==> src/rtl/dma_cu_pkg.sv <==
package dma_cu_pkg;

  typedef enum logic [1:0] {
    RK_ADDR  = 2'd0,
    RK_COUNT = 2'd1,
    RK_MODE  = 2'd2,
    RK_CTRL  = 2'd3
  } reg_kind_e;

  // bit0 decrement, bit1 auto-initialize, bit2 interrupt enable
  typedef struct packed {
    logic irq_en;
    logic auto_init;
    logic dec;
  } chan_mode_t;

  localparam int MODE_W = 3;

endpackage

==> src/rtl/dma_cu_chan.sv <==
module dma_cu_chan
  import dma_cu_pkg::*;
#(
  parameter int ADDR_W = 16,
  parameter int CNT_W  = 16
) (
  input  logic              clk,
  input  logic              rst,
  input  logic              wr_addr,
  input  logic              wr_cnt,
  input  logic              wr_mode,
  input  logic [ADDR_W-1:0] wdata_a,
  input  logic [CNT_W-1:0]  wdata_c,
  input  chan_mode_t        wdata_m,
  input  logic              beat,
  output logic [ADDR_W-1:0] cur_addr,
  output logic [CNT_W-1:0]  cur_cnt,
  output chan_mode_t        mode,
  output logic              last
);

  localparam logic [ADDR_W-1:0] A_ONE = ADDR_W'(1);
  localparam logic [CNT_W-1:0]  C_ONE = CNT_W'(1);

  logic [ADDR_W-1:0] base_a;
  logic [CNT_W-1:0]  base_c;

  assign last = beat && (cur_cnt == '0);

  always_ff @(posedge clk) begin
    if (rst) begin
      base_a   <= '0;
      base_c   <= '0;
      cur_addr <= '0;
      cur_cnt  <= '0;
      mode     <= '0;
    end else begin
      if (beat) begin
        if (last && mode.auto_init) begin
          cur_addr <= base_a;
          cur_cnt  <= base_c;
        end else begin
          cur_addr <= mode.dec ? (cur_addr - A_ONE) : (cur_addr + A_ONE);
          cur_cnt  <= cur_cnt - C_ONE;
        end
      end
      // processor writes come last so they win over a same-cycle beat
      if (wr_addr) begin
        base_a   <= wdata_a;
        cur_addr <= wdata_a;
      end
      if (wr_cnt) begin
        base_c  <= wdata_c;
        cur_cnt <= wdata_c;
      end
      if (wr_mode) mode <= wdata_m;
    end
  end

endmodule

==> src/rtl/dma_cu_status.sv <==
module dma_cu_status #(
  parameter int NUM_CH = 4
) (
  input  logic              clk,
  input  logic              rst,
  input  logic              mask_wr,
  input  logic [NUM_CH-1:0] mask_wdata,
  input  logic              stat_rd,
  input  logic [NUM_CH-1:0] end_evt,
  input  logic [NUM_CH-1:0] auto_vec,
  output logic [NUM_CH-1:0] mask_q,
  output logic [NUM_CH-1:0] tc_q
);

  logic [NUM_CH-1:0] mask_n;
  logic [NUM_CH-1:0] tc_n;

  always_comb begin
    mask_n = mask_q;
    tc_n   = tc_q;
    if (mask_wr) mask_n = mask_wdata;
    if (stat_rd) tc_n = '0;
    for (int i = 0; i < NUM_CH; i++) begin
      if (end_evt[i]) begin
        tc_n[i] = 1'b1;
        if (!auto_vec[i]) mask_n[i] = 1'b1;
      end
    end
  end

  always_ff @(posedge clk) begin
    if (rst) begin
      mask_q <= '1;
      tc_q   <= '0;
    end else begin
      mask_q <= mask_n;
      tc_q   <= tc_n;
    end
  end

endmodule

==> src/rtl/dma_cu_rdmux.sv <==
module dma_cu_rdmux
  import dma_cu_pkg::*;
#(
  parameter int NUM_CH = 4,
  parameter int ADDR_W = 16,
  parameter int CNT_W  = 16,
  parameter int DATA_W = 16,
  parameter int CHW    = 2
) (
  input  logic                          clk,
  input  logic                          rst,
  input  logic                          rd,
  input  reg_kind_e                     kind,
  input  logic [CHW-1:0]                ch,
  input  logic [NUM_CH-1:0][ADDR_W-1:0] cur_addr_v,
  input  logic [NUM_CH-1:0][CNT_W-1:0]  cur_cnt_v,
  input  logic [NUM_CH-1:0][MODE_W-1:0] mode_v,
  input  logic [NUM_CH-1:0]             req,
  input  logic [NUM_CH-1:0]             tc,
  input  logic [NUM_CH-1:0]             mask,
  output logic [DATA_W-1:0]             rdata
);

  logic [DATA_W-1:0] sel;

  always_comb begin
    sel = '0;
    unique case (kind)
      RK_ADDR:  sel[ADDR_W-1:0] = cur_addr_v[ch];
      RK_COUNT: sel[CNT_W-1:0]  = cur_cnt_v[ch];
      RK_MODE:  sel[MODE_W-1:0] = mode_v[ch];
      RK_CTRL: begin
        if (ch == CHW'(0)) begin
          sel[NUM_CH-1:0]        = tc;
          sel[2*NUM_CH-1:NUM_CH] = req;
        end else if (ch == CHW'(1)) begin
          sel[NUM_CH-1:0] = mask;
        end
      end
      default: sel = '0;
    endcase
  end

  always_ff @(posedge clk) begin
    if (rst) rdata <= '0;
    else if (rd) rdata <= sel;
  end

endmodule

==> src/rtl/dma_cu_top.sv <==
module dma_cu_top
  import dma_cu_pkg::*;
#(
  parameter int NUM_CH = 4,
  parameter int ADDR_W = 16,
  parameter int CNT_W  = 16,
  localparam int CHW    = $clog2(NUM_CH),
  localparam int DATA_W = (ADDR_W > CNT_W) ? ADDR_W : CNT_W
) (
  input  logic              clk,
  input  logic              rst,
  input  logic              cpu_wr,
  input  logic              cpu_rd,
  input  logic [CHW+1:0]    cpu_addr,
  input  logic [DATA_W-1:0] cpu_wdata,
  output logic [DATA_W-1:0] cpu_rdata,
  input  logic [NUM_CH-1:0] req_in,
  input  logic              xfer_stb,
  input  logic [CHW-1:0]    xfer_ch,
  output logic              xfer_valid,
  output logic [ADDR_W-1:0] xfer_addr,
  output logic              tc_pulse,
  output logic              irq
);

  reg_kind_e      kind;
  logic [CHW-1:0] rch;

  assign kind = reg_kind_e'(cpu_addr[CHW+1:CHW]);
  assign rch  = cpu_addr[CHW-1:0];

  logic [NUM_CH-1:0][ADDR_W-1:0] cur_addr_v;
  logic [NUM_CH-1:0][CNT_W-1:0]  cur_cnt_v;
  logic [NUM_CH-1:0][MODE_W-1:0] mode_v;
  logic [NUM_CH-1:0]             end_v;
  logic [NUM_CH-1:0]             auto_v;
  logic [NUM_CH-1:0]             ien_v;
  logic [NUM_CH-1:0]             mask_q;
  logic [NUM_CH-1:0]             tc_q;

  logic accept;
  logic stat_rd;
  logic mask_wr;

  assign accept  = xfer_stb && !mask_q[xfer_ch];
  assign stat_rd = cpu_rd && (kind == RK_CTRL) && (rch == CHW'(0));
  assign mask_wr = cpu_wr && (kind == RK_CTRL) && (rch == CHW'(1));

  for (genvar i = 0; i < NUM_CH; i++) begin : g_ch
    chan_mode_t m;
    logic       sel_me;

    assign sel_me = (rch == CHW'(i));

    dma_cu_chan #(
      .ADDR_W(ADDR_W),
      .CNT_W (CNT_W)
    ) u_chan (
      .clk     (clk),
      .rst     (rst),
      .wr_addr (cpu_wr && sel_me && (kind == RK_ADDR)),
      .wr_cnt  (cpu_wr && sel_me && (kind == RK_COUNT)),
      .wr_mode (cpu_wr && sel_me && (kind == RK_MODE)),
      .wdata_a (cpu_wdata[ADDR_W-1:0]),
      .wdata_c (cpu_wdata[CNT_W-1:0]),
      .wdata_m (chan_mode_t'(cpu_wdata[MODE_W-1:0])),
      .beat    (accept && (xfer_ch == CHW'(i))),
      .cur_addr(cur_addr_v[i]),
      .cur_cnt (cur_cnt_v[i]),
      .mode    (m),
      .last    (end_v[i])
    );

    assign mode_v[i] = m;
    assign auto_v[i] = m.auto_init;
    assign ien_v[i]  = m.irq_en;
  end

  dma_cu_status #(
    .NUM_CH(NUM_CH)
  ) u_status (
    .clk       (clk),
    .rst       (rst),
    .mask_wr   (mask_wr),
    .mask_wdata(cpu_wdata[NUM_CH-1:0]),
    .stat_rd   (stat_rd),
    .end_evt   (end_v),
    .auto_vec  (auto_v),
    .mask_q    (mask_q),
    .tc_q      (tc_q)
  );

  dma_cu_rdmux #(
    .NUM_CH(NUM_CH),
    .ADDR_W(ADDR_W),
    .CNT_W (CNT_W),
    .DATA_W(DATA_W),
    .CHW   (CHW)
  ) u_rdmux (
    .clk       (clk),
    .rst       (rst),
    .rd        (cpu_rd),
    .kind      (kind),
    .ch        (rch),
    .cur_addr_v(cur_addr_v),
    .cur_cnt_v (cur_cnt_v),
    .mode_v    (mode_v),
    .req       (req_in),
    .tc        (tc_q),
    .mask      (mask_q),
    .rdata     (cpu_rdata)
  );

  always_ff @(posedge clk) begin
    if (rst) begin
      xfer_valid <= 1'b0;
      xfer_addr  <= '0;
      tc_pulse   <= 1'b0;
      irq        <= 1'b0;
    end else begin
      xfer_valid <= accept;
      tc_pulse   <= |end_v;
      irq        <= |(end_v & ien_v);
      if (accept) xfer_addr <= cur_addr_v[xfer_ch];
    end
  end

endmodule

==> config.mk <==
export PLATFORM = sky130hd
export DESIGN_NAME = dma_cu_top
export DESIGN_NICKNAME = d
export VERILOG_FILES = /design/src/rtl/dma_cu_pkg.sv /design/src/rtl/dma_cu_chan.sv /design/src/rtl/dma_cu_status.sv /design/src/rtl/dma_cu_rdmux.sv /design/src/rtl/dma_cu_top.sv
export SDC_FILE = /design/constraint.sdc
export NUM_CORES = 1
export LEC_CHECK = 0
export BUFFER_PORTS_ARGS = -buffer_cell sky130_fd_sc_hd__buf_4
export CAP_MARGIN = 0
export CORE_ASPECT_RATIO = 0.6
export CORE_MARGIN = 3
export CORE_UTILIZATION = 50
export CTS_CLUSTER_SIZE = 25
export DETAILED_ROUTE_END_ITERATION = 6
export PLACE_DENSITY_LB_ADDON = 0.15
export SYNTH_ARGS = -nofsm -noshare
export SYNTH_HDL_FRONTEND = slang
export SYNTH_SLANG_ARGS = --single-unit
==> constraint.sdc <==
create_clock -name clk -period 3.1 [get_ports clk]
set_input_delay 0.155 -clock clk [delete_from_list [all_inputs] [get_ports clk]]
set_output_delay 0.155 -clock clk [all_outputs]
set_load 0.05 [all_outputs]
* Word-level counts from Yosys, hierarchy flattened
Cells that the tools add are included.
** Word-level totals
- Input port bits :: 31
- Memories :: 0
- Register bits after elaboration :: 311
- Bits in writable memories :: 0
- Memory bits (read-only) :: 0
- Latch bits :: 0
** Cells by class
- Divide/modulo/power cells :: 0
- $mul :: 0
- Add/subtract/negate cells :: 12
- Bitwise logic cells :: 1
- Reductions and logical operators :: 55
- Equality and inequality tests :: 9
- Shifts and indexed selects :: 0
- $lt $le $gt $ge :: 2
- Multiplexer cells :: 58
** Operators by type and width (number)
- $mux W16 :: 31
- $sub A16 B1 Y16 const B :: 8
- $bmux W16 S2 :: 3
- $add A16 B1 Y16 const B :: 4
- $logic_not A16 Y1 :: 4
- $logic_and A1 B1 Y1 :: 33
- $reduce_bool A2 Y1 :: 12
- $mux W4 :: 5
- $pmux W8 S2 :: 1
- $pmux W5 S3 :: 1
- $mux W1 :: 13
- $eq A2 B2 Y1 const B :: 6
- $pmux W3 S4 :: 1
- $reduce_or A4 Y1 :: 2
- $bmux W3 S2 :: 1
- $eq A2 B1 Y1 const B :: 3
- $logic_not A2 Y1 :: 3
- $lt A2 B3 Y1 const B :: 2
- $and A4 B4 Y4 :: 1
- $mux W3 :: 1
- $bmux W1 S2 :: 1
- $logic_not A1 Y1 :: 1

* Longest topological paths before layout
Gate-level depths: netlist (run 1).
- Depth after elaboration :: 10
- Mapped depth :: 11
- Gate-level depth less buffers :: 9

* Cells and area by module
A second synthesis (run 1) with hierarchy kept.
** Second synthesis, totals
- Cells, all modules :: 2285
- Area total of the unflattened synthesis :: 18676.7 µm²
** Modules (own cells, without submodules)
- dma_cu_chan :: cells each 491, times used 4, area an instance 3848.7 µm²
- dma_cu_rdmux :: cells each 179, times used 1, area an instance 1727.9 µm²
- dma_cu_top :: cells each 112, times used 1, area an instance 1243.7 µm²
- dma_cu_status :: cells each 30, times used 1, area an instance 310.3 µm²

* Worst setup path before layout (run 1)
OpenSTA, ideal clock, no wires.
- Path type :: register -> register
- Start :: register g_ch[3].u_chan.mode[0] (netlist bit)
- End :: register g_ch[3].u_chan.cur_addr[15]
- Cell stages (with the launch flop) :: 9
- Period minus slack after synthesis :: 2.510 ns
- Arrival time :: 2.377 ns
- Setup slack :: 0.590 ns
- Cell sequence :: dfxtp_1 -> ha_1 -> a21o_1 -> and4_1 -> o41a_1 -> a41oi_1 -> o21ai_0 -> xnor2_1 -> o22ai_1
** Between the ends
- Word-level cells in the longest chain between the ends :: 4
** RTL lines
- start: declaration :: RTL line dma_cu_chan.sv:18 : output chan_mode_t mode,
- start signal: assignment :: RTL line dma_cu_chan.sv:56 : if (wr_mode) mode <= wdata_m;
- $mux W16 :: RTL line dma_cu_chan.sv:43 : cur_addr <= mode.dec ? (cur_addr - A_ONE) : (cur_addr + A_ONE);
- $mux W16 :: RTL line dma_cu_chan.sv:39 : if (last && mode.auto_init) begin
- $mux W16 :: RTL line dma_cu_chan.sv:38 : if (beat) begin
- $mux W16 :: RTL line dma_cu_chan.sv:48 : if (wr_addr) begin
- end signal: assignment :: RTL line dma_cu_chan.sv:40 : cur_addr <= base_a;
- end signal: assignment :: RTL line dma_cu_chan.sv:43
- end signal: assignment :: RTL line dma_cu_chan.sv:50 : cur_addr <= wdata_a;
- end: declaration :: RTL line dma_cu_chan.sv:16 : output logic [ADDR_W-1:0] cur_addr,
No other way between the ends. The select of a mux whose other input is x is not followed.
A chain may end at the register's enable or synchronous reset.

* Final worst setup path (run 1)
- Start :: register g_ch[0].u_chan.mode[0] (netlist bit)
- End :: register g_ch[0].u_chan.cur_addr[13]
** Between the ends
- Word-level cells in the longest chain between the ends :: 4
** RTL lines (RTL line)
- start: declaration :: dma_cu_chan.sv:18
- start signal: assignment :: dma_cu_chan.sv:56
- $mux W16 :: dma_cu_chan.sv:43
- $mux W16 :: dma_cu_chan.sv:39
- $mux W16 :: dma_cu_chan.sv:38
- $mux W16 :: dma_cu_chan.sv:48
- end signal: assignment :: dma_cu_chan.sv:40
- end signal: assignment :: dma_cu_chan.sv:43
- end signal: assignment :: dma_cu_chan.sv:50
- end: declaration :: dma_cu_chan.sv:16
No other way between the ends. The select of a mux whose other input is x is not followed.

==> results of run 1 <==
==> per-layer routing <==
| metal | global-route usage [%] | vias to the layer above | part of all wire, % |
|---|---|---|---|
| met5 | 0 | - | 0 |
| met4 | 11.2 | 0 | 3.6 |
| met3 | 13.2 | 128 | 14 |
| met2 | 45.7 | 986 | 39 |
| met1 | 48.7 | 8617 | 44 |
| li1 | - | 8426 | - |
==> kinds of logic (layout without fill, tap and decap cells) <==
| family | count (synthesis) | after routing | share of synthesized area, % |
|---|---|---|---|
| xor+xnor | 50 | 50 | 2.38 |
| fa+ha+maj | 68 | 68 | 4.79 |
| simple gates | 831 | 831 | 20.5 |
| compound gates | 721 | 721 | 24.3 |
| buf+inv | 200 | 239 | 4.55 |
| mux | 111 | 111 | 9.68 |
| flops | 311 | 311 | 33.9 |
==> critical path: stages, from the launching register on <==
cell     delay [ns]
dfxtp_1        0.58
buf_4          0.28
ha_1           0.32
a21oi_1        0.33
o21ai_0        0.25
or4_1          0.46
a31oi_1        0.23
xor2_1         0.16
o32ai_1        0.09
==> cell usage in the layout, fill, tap and decap left out, types with 18 or more instances in the layout <==
| master | instances |
|---|---|
| mux2i_1 | 44 |
| ha_1 | 64 |
| o21ai_0 | 121 |
| xnor2_1 | 25 |
| o22ai_1 | 42 |
| nor2_1 | 193 |
| o211ai_1 | 34 |
| a31oi_1 | 22 |
| a21oi_1 | 303 |
| a21o_1 | 22 |
| nor3_1 | 49 |
| nand2_1 | 392 |
| dlygate4sd3_1 | 18 |
| buf_4 | 128 |
| xor2_1 | 25 |
| nand3_1 | 48 |
| nand2b_1 | 21 |
| clkbuf_16 | 31 |
| dfxtp_1 | 311 |
| a211oi_1 | 37 |
| inv_1 | 31 |
| mux4_2 | 52 |
==> cell type report <==
| type | instances | area, sq um | share of cell area (%) |
|---|---|---|---|
| inverters | 31 | 116 | 0.566 |
| clock inverters | 13 | 120 | 0.585 |
| well taps | 467 | 584 | 2.84 |
| repair buffers | 152 | 1260 | 6.12 |
| flip-flops and latches | 311 | 6230 | 30.3 |
| multi-input cells | 1781 | 11400 | 55.4 |
| clock buffers | 43 | 851 | 4.14 |
==> worst max-delay path by stage <==
stage / startpoint / to / slack [ns] / cells after the start
after global placement: g_ch[1].u_chan.mode[0] / g_ch[1].u_chan.cur_addr[8] / 0.38 / 7
after CTS: g_ch[0].u_chan.mode[0] / g_ch[0].u_chan.cur_addr[13] / 0.35 / 8
after floorplan: g_ch[3].u_chan.mode[0] / g_ch[3].u_chan.cur_addr[15] / 0.59 / 8
after global routing: g_ch[1].u_chan.mode[0] / g_ch[1].u_chan.cur_addr[8] / 0.13 / 7
after detailed placement: g_ch[0].u_chan.mode[0] / g_ch[0].u_chan.cur_addr[13] / 0.37 / 8
final: g_ch[0].u_chan.mode[0] / g_ch[0].u_chan.cur_addr[13] / 0.28 / 8
==> power breakdown <==
part           internal [W]  total [W]  switching, W
registers           0.00405    0.00412     0.0000731
logic              0.000300   0.000871      0.000571
clock network       0.00201    0.00377       0.00176
total               0.00637    0.00877       0.00240
==> state kept, by name, summed over array words and instances, names as in the netlist <==
name and flops:
g_ch.u_chan.base_a 64, g_ch.u_chan.base_c 64, g_ch.u_chan.cur_addr 64, g_ch.u_chan.cur_cnt 64
g_ch.u_chan.mode 12, irq 1, tc_pulse 1, u_rdmux.rdata 16
u_status.mask_q 4, u_status.tc_q 4, xfer_addr 16, xfer_valid 1
==> synthesized netlist by cell type, types with 21 or more instances <==
library cell,instances
a31oi_1,22
nor2_1,195
nand3_1,48
buf_2,26
clkbuf_1,126
nand2_1,392
nand2b_1,21
nor3_1,52
mux2i_1,44
a21o_1,22
dfxtp_1,311
a211oi_1,37
o21ai_0,121
xor2_1,25
xnor2_1,25
o22ai_1,42
a21oi_1,303
o211ai_1,34
mux4_2,52
ha_1,64
inv_1,31
==> per-stage QoR <==
stage                     util, %  hold slack, ns  worst slack (ns)  total power (W)  instances
after CTS                    57.7          0.0966             0.351          0.00877       2798
final                        57.7           0.123             0.281          0.00877       2798
after detailed placement     54.4           0.447             0.366          0.00504       2724
after global placement       54.4           0.440             0.385          0.00503       2724
after global routing         57.7           0.151             0.131          0.00901       2798
after floorplan                 -           0.305             0.590          0.00473       2292
==> timing repair <==
item	CTS	global route
buffers inserted	0	0
hold endpoints to repair	192	0
hold buffers	18	0
==> out/results.tsv, run 1 <==
stage	metric	value	unit
logic_synthesis	postSynthAreaPerCell	8.02	sq um
clocking	cts_buffer_depth	3	
sta	timing.final.max_slew_violations	0	
pwr	worst_ir_drop_vdd	0.000441	V
global_route	grt_start_max_net_pins	85	
clocking	cts_tree	built	
die	ios	66	
logic_synthesis	synth_flop_cell	dfxtp_1	
cells_and_area	nets	2407	
min_path	min_from	cpu_addr[2]	
sta	fin_crit	2.82	ns
sta	fmax	0.355	GHz
logic_synthesis	synth_nets	2391	
sta	skew	0.0277	ns
worst_setup_path	end_kind	register	
drt	first_pass_iters	5	
drt	detail_route.wl_per_cell	24.2	um
sta	finalSetupViolCount	0	
global_route	grt_pass1_vias	16300	
worst_setup_path	required	3.56	ns
die	die_h	155	um
sta	timing_hold_violations_final	0	
cells_and_area	antenna_cells	0	
cells_and_area	area_growth_syn_to_layout	11.7	%
placement	place_area	19400	sq um
pwr	power_density	427	nW/um^2
die	die-area	39200	sq um
placement	portBuffers	65	
die	core_area	35600	sq um
logic_synthesis	synthTopCellsByArea	dfxtp_1, a21oi_1, nand2_1, mux4_2, ha_1	
drt	vias_per_cell	6.49	
sta	period_share	90.9	%
drt	drc	0	
sta	rsz0062_at_grt	no	
clocking	h-tree-depth	1	
global_route	grtUsageTotal	33.8	%
worst_setup_path	worstRegToRegCells	8	
worst_setup_path	path_max_fanout	10	
drt	vias	18200	
logic_synthesis	synth_edf_count	0	
clocking	cts_resized	0	
worst_setup_path	r2r_setup_slack	0.28	ns
min_path	hold_path_end	u_rdmux.rdata[5]	
cells_and_area	fillers	3275	
clocking	cts_root_buffer	clkbuf_16	
drt	final_antenna_net_count	0	
die	die_x	254	um
drt	drt_iter0_drc	2264	
placement	hpwl	48.2	mm
global_route	antenna_found_initial	0	
clocking	cts.sinks	311	
die	initial_core_util	51.6	%
cells_and_area	layout-drive-gt1-share	12.3	%
logic_synthesis	syn_area	18400	sq um
cells_and_area	final_cell_area	20500	sq um
logic_synthesis	yosysSeqAreaShare	33.9	%
logic_synthesis	yosys.area.top_type_share	33.9	%
clocking	clock_latency	0.61	ns
logic_synthesis	yosysUniqueCellTypes	89	
placement	gp_congestion	0.944	
logic_synthesis	yosysWarnings	0	
global_route	grt_pass1_wl	102	mm
status	status	finished clean	
worst_setup_path	reg2reg_to	g_ch[0].u_chan.cur_addr[13]	
logic_synthesis	synth-seq-cells	311	
clocking	cts_made_buffers	31	
sta	final.setup.tns	0	ns
pwr	leakagePower	7.77	nW
logic_synthesis	async_flop_share	0	%
min_path	hold_class	primary input to register	
min_path	whs_path_depth	3	
global_route	gr-total-overflow	0	
logic_synthesis	synth_largest_area_cell	dfxtp_1	
worst_setup_path	criticalPathCategory	register to register	
die	row_count	53	
flow_run	maxCapViolations	0	
worst_setup_path	cp.arrival	3.28	ns
worst_setup_path	r2r-start	g_ch[0].u_chan.mode[0]	
clocking	clkTransAtPathRegs	0.07	ns
sta	slew_headroom	43.3	%
logic_synthesis	synthCells	2292	
worst_setup_path	critPathLaunchType	register	
sta	tightest_slew	0.851	ns
drt	routed_wl	67.7	mm
Note: power is estimated with default switching activity, not from simulation.
==> inputs of run 2 (changes only) <==
--- a/config.mk
+++ b/config.mk
@@ -12,7 +12,8 @@
 export CORE_UTILIZATION = 50
 export CTS_CLUSTER_SIZE = 25
 export DETAILED_ROUTE_END_ITERATION = 6
-export PLACE_DENSITY_LB_ADDON = 0.15
+export PLACE_DENSITY = 0.66
+export SETUP_SLACK_MARGIN = 0.4
 export SYNTH_ARGS = -nofsm -noshare
 export SYNTH_HDL_FRONTEND = slang
 export SYNTH_SLANG_ARGS = --single-unit
==> run 2 against run 1 <==
Effect of this change: non-clock buffer count up 15; wire length is 0.57% higher; flip-flop and latch count did not move; via count grew 0.83%; sequential share of layout area down 0.48 points; register-to-register slack better by 0.14 ns; combinational power rose by 2.6%; critical endpoint is now g_ch[2].u_chan.cur_addr[13]; largest power group is now clock.
==> out/results.tsv, run 2 (synthesis gave the netlist of run 1 again) <==
stage	metric	value	unit	change
status	status	finished clean		
global_route	gr-total-overflow	0		unchanged
drt	drc	0		unchanged
clocking	cts_made_buffers	31		unchanged
drt	drt_iter0_drc	2269		+0.22%
sta	finalSetupViolCount	0		unchanged
sta	tightest_slew	0.958	ns	+0.108 ns
clocking	cts_tree	built		
global_route	grtUsageTotal	33.9	%	+0.10 points
placement	portBuffers	65		unchanged
clocking	h-tree-depth	1		unchanged
die	initial_core_util	51.6	%	unchanged
global_route	grt_start_max_net_pins	71		-16%
drt	routed_wl	68.0	mm	+0.57%
pwr	worst_ir_drop_vdd	0.000461	V	+4.6%
flow_run	maxCapViolations	0		unchanged
clocking	cts_root_buffer	clkbuf_16		
global_route	grt_pass1_wl	102	mm	+0.47%
die	core_area	35600	sq um	unchanged
worst_setup_path	required	3.61	ns	+0.05 ns
pwr	p_comb_share	9.7	%	-0.2 points
sta	slew_headroom	35.6	%	-7.7 points
clocking	clock_latency	0.61	ns	about the same
die	die_h	155	um	unchanged
worst_setup_path	critPathLaunchType	register		
pwr	leakagePower	7.96	nW	+2.4%
pwr	intPower	0.00688	W	+8.1%
cells_and_area	fillers	3243		-0.98%
sta	period_share	86.6	%	-4.4 points
global_route	antenna_found_initial	2		+2
sta	fin_crit	2.68	ns	-0.135 ns
pwr	power_density	443	nW/um^2	+3.8%
clocking	cts.sinks	311		unchanged
sta	fmax	0.373	GHz	+5.0%
cells_and_area	layout-drive-gt1-share	13.5	%	+1.3 points
clocking	clkTransAtPathRegs	0.06	ns	about the same
sta	timing.final.max_slew_violations	0		unchanged
placement	place_ws	0.347	ns	-0.0191 ns
pwr	swShare	25.7	%	-1.7 points
sta	rsz0062_at_grt	yes		
worst_setup_path	end_kind	register		
sta	finalWorstSetupSlack	0.416	ns	+0.135 ns
die	ios	66		unchanged
worst_setup_path	critPathSlowestCell	or4_4		
worst_setup_path	path_max_fanout	30		+20
placement	hpwl	49.0	mm	+1.6%
clocking	cts_buffer_depth	3		unchanged
min_path	hold_class	primary input to register		
worst_setup_path	cp.arrival	3.19	ns	-0.09 ns
worst_setup_path	cpPeakStageDelay	0.64	ns	+0.06 ns
worst_setup_path	path_cells	or4_4 > nor4_4 > and3_1 > buf_12 > a221oi_1 > nor2_1 > nor4_1 > nor3_1		
pwr	switchingPower	0.00238	W	-1.2%
placement	place_area	19400	sq um	+0.23%
drt	detail_route.wl_per_cell	24.2	um	-0.11%
drt	final_antenna_net_count	0		unchanged
cells_and_area	area_growth_syn_to_layout	13.5	%	
cells_and_area	nets	2422		+0.62%
sta	final.setup.tns	0	ns	unchanged
cells_and_area	final_cell_area	20900	sq um	+1.7%
cells_and_area	mostFrequentLayoutCells	nand2_1, dfxtp_1, a21oi_1		
sta	skew	0.0246	ns	-0.00314 ns
pwr	p_seq_share	44.6	%	-2.4 points
global_route	grt_pass1_vias	16400		+0.26%
die	die-area	39200	sq um	unchanged
placement	gp_congestion	0.966		+2.4%
sta	timing_hold_violations_final	0		unchanged
drt	first_pass_iters	6		+1
worst_setup_path	criticalPathCategory	register to register		
drt	vias	18300		+0.83%
drt	vias_per_cell	6.50		+0.15%
cells_and_area	final_common_cell	nand2_1		
die	die_x	254	um	unchanged
die	row_count	53		unchanged
pwr	clockPowerShare	45.8	%	+2.8 points
==> run 2: cell count changes in the layout (fill, tap and decap cells not counted), sizes merged <==
cell         change
clkbuf           +3
dlygate4sd3      +1
bufinv           +5
diode            +2
clkinv           -5
buf             +14
inv              -1
==> run 2: power groups by stage <==
stage / clock network, W / logic (W) / registers [W]
2_1_floorplan: 0 / 0.000533 / 0.00420
3_3_place_gp: 0 / 0.000824 / 0.00421
3_5_place_dp: 0 / 0.000835 / 0.00421
4_1_cts: 0.00426 / 0.000858 / 0.00412
5_1_grt: 0.00443 / 0.000951 / 0.00413
6_report: 0.00424 / 0.000894 / 0.00412
==> run 2: final timing paths <==
| check | startpoint | endpoint | slack (ns) | cells after the start |
|---|---|---|---|---|
| worst max-delay path | g_ch[2].u_chan.cur_cnt[5] | g_ch[2].u_chan.cur_addr[13] | 0.42 | 8 |
| worst min-delay path | cpu_addr[2] | u_rdmux.rdata[4] | 0.13 | 3 |
| worst max register to register | g_ch[2].u_chan.cur_cnt[5] | g_ch[2].u_chan.cur_addr[13] | 0.42 | 8 |
| worst min register to register | g_ch[0].u_chan.base_c[0] | g_ch[0].u_chan.base_c[0] | 0.45 | 2 |
==> run 2: worst max-delay path: cells and delay by family (launching register included) <==
family,cells,cell delay [ns]
simple gates,6,1.83
flops,1,0.43
buf+inv,1,0.21
compound gates,1,0.10
==> run 2: cell type report <==
| type | instances | area (sq um) | share of cell area [%] |
|---|---|---|---|
| Multi-Input combinational cell | 1781 | 11500 | 55.0 |
| Clock inverter | 12 | 230 | 1.10 |
| Inverter | 31 | 116 | 0.557 |
| Antenna cell | 2 | 5.00 | 0.0240 |
| Clock buffer | 46 | 902 | 4.32 |
| Sequential cell | 311 | 6230 | 29.8 |
| Tap cell | 467 | 584 | 2.80 |
| Timing Repair Buffer | 167 | 1340 | 6.41 |
==> run 2: routing by layer <==
layer | part of all wire (%) | track usage, %
met5 | 0.019 | 0
met4 | 3.3 | 9.60
met2 | 40 | 47.3
met1 | 45 | 50.9
met3 | 12 | 9.14
==> run 2: timing repair <==
item | CTS | global route
gates resized for setup | 2 | 20
setup endpoints to repair | 2 | 70
hold buffers | 19 | 0
pin swaps | 0 | 3
gates cloned | 0 | 0
buffers inserted | 0 | 3
hold endpoints to repair | 194 | 0
==> run 2: per-stage QoR <==
step | hold slack (ns) | utilization (%) | total power [W] | cells
3_3_place_gp | 0.438 | 54.6 | 0.00503 | 2735
4_1_cts | 0.105 | 58.3 | 0.00924 | 2812
3_5_place_dp | 0.445 | 54.6 | 0.00505 | 2735
5_1_grt | 0.151 | 58.6 | 0.00951 | 2816
6_report | 0.134 | 58.6 | 0.00926 | 2817
2_1_floorplan | 0.305 | - | 0.00473 | 2292
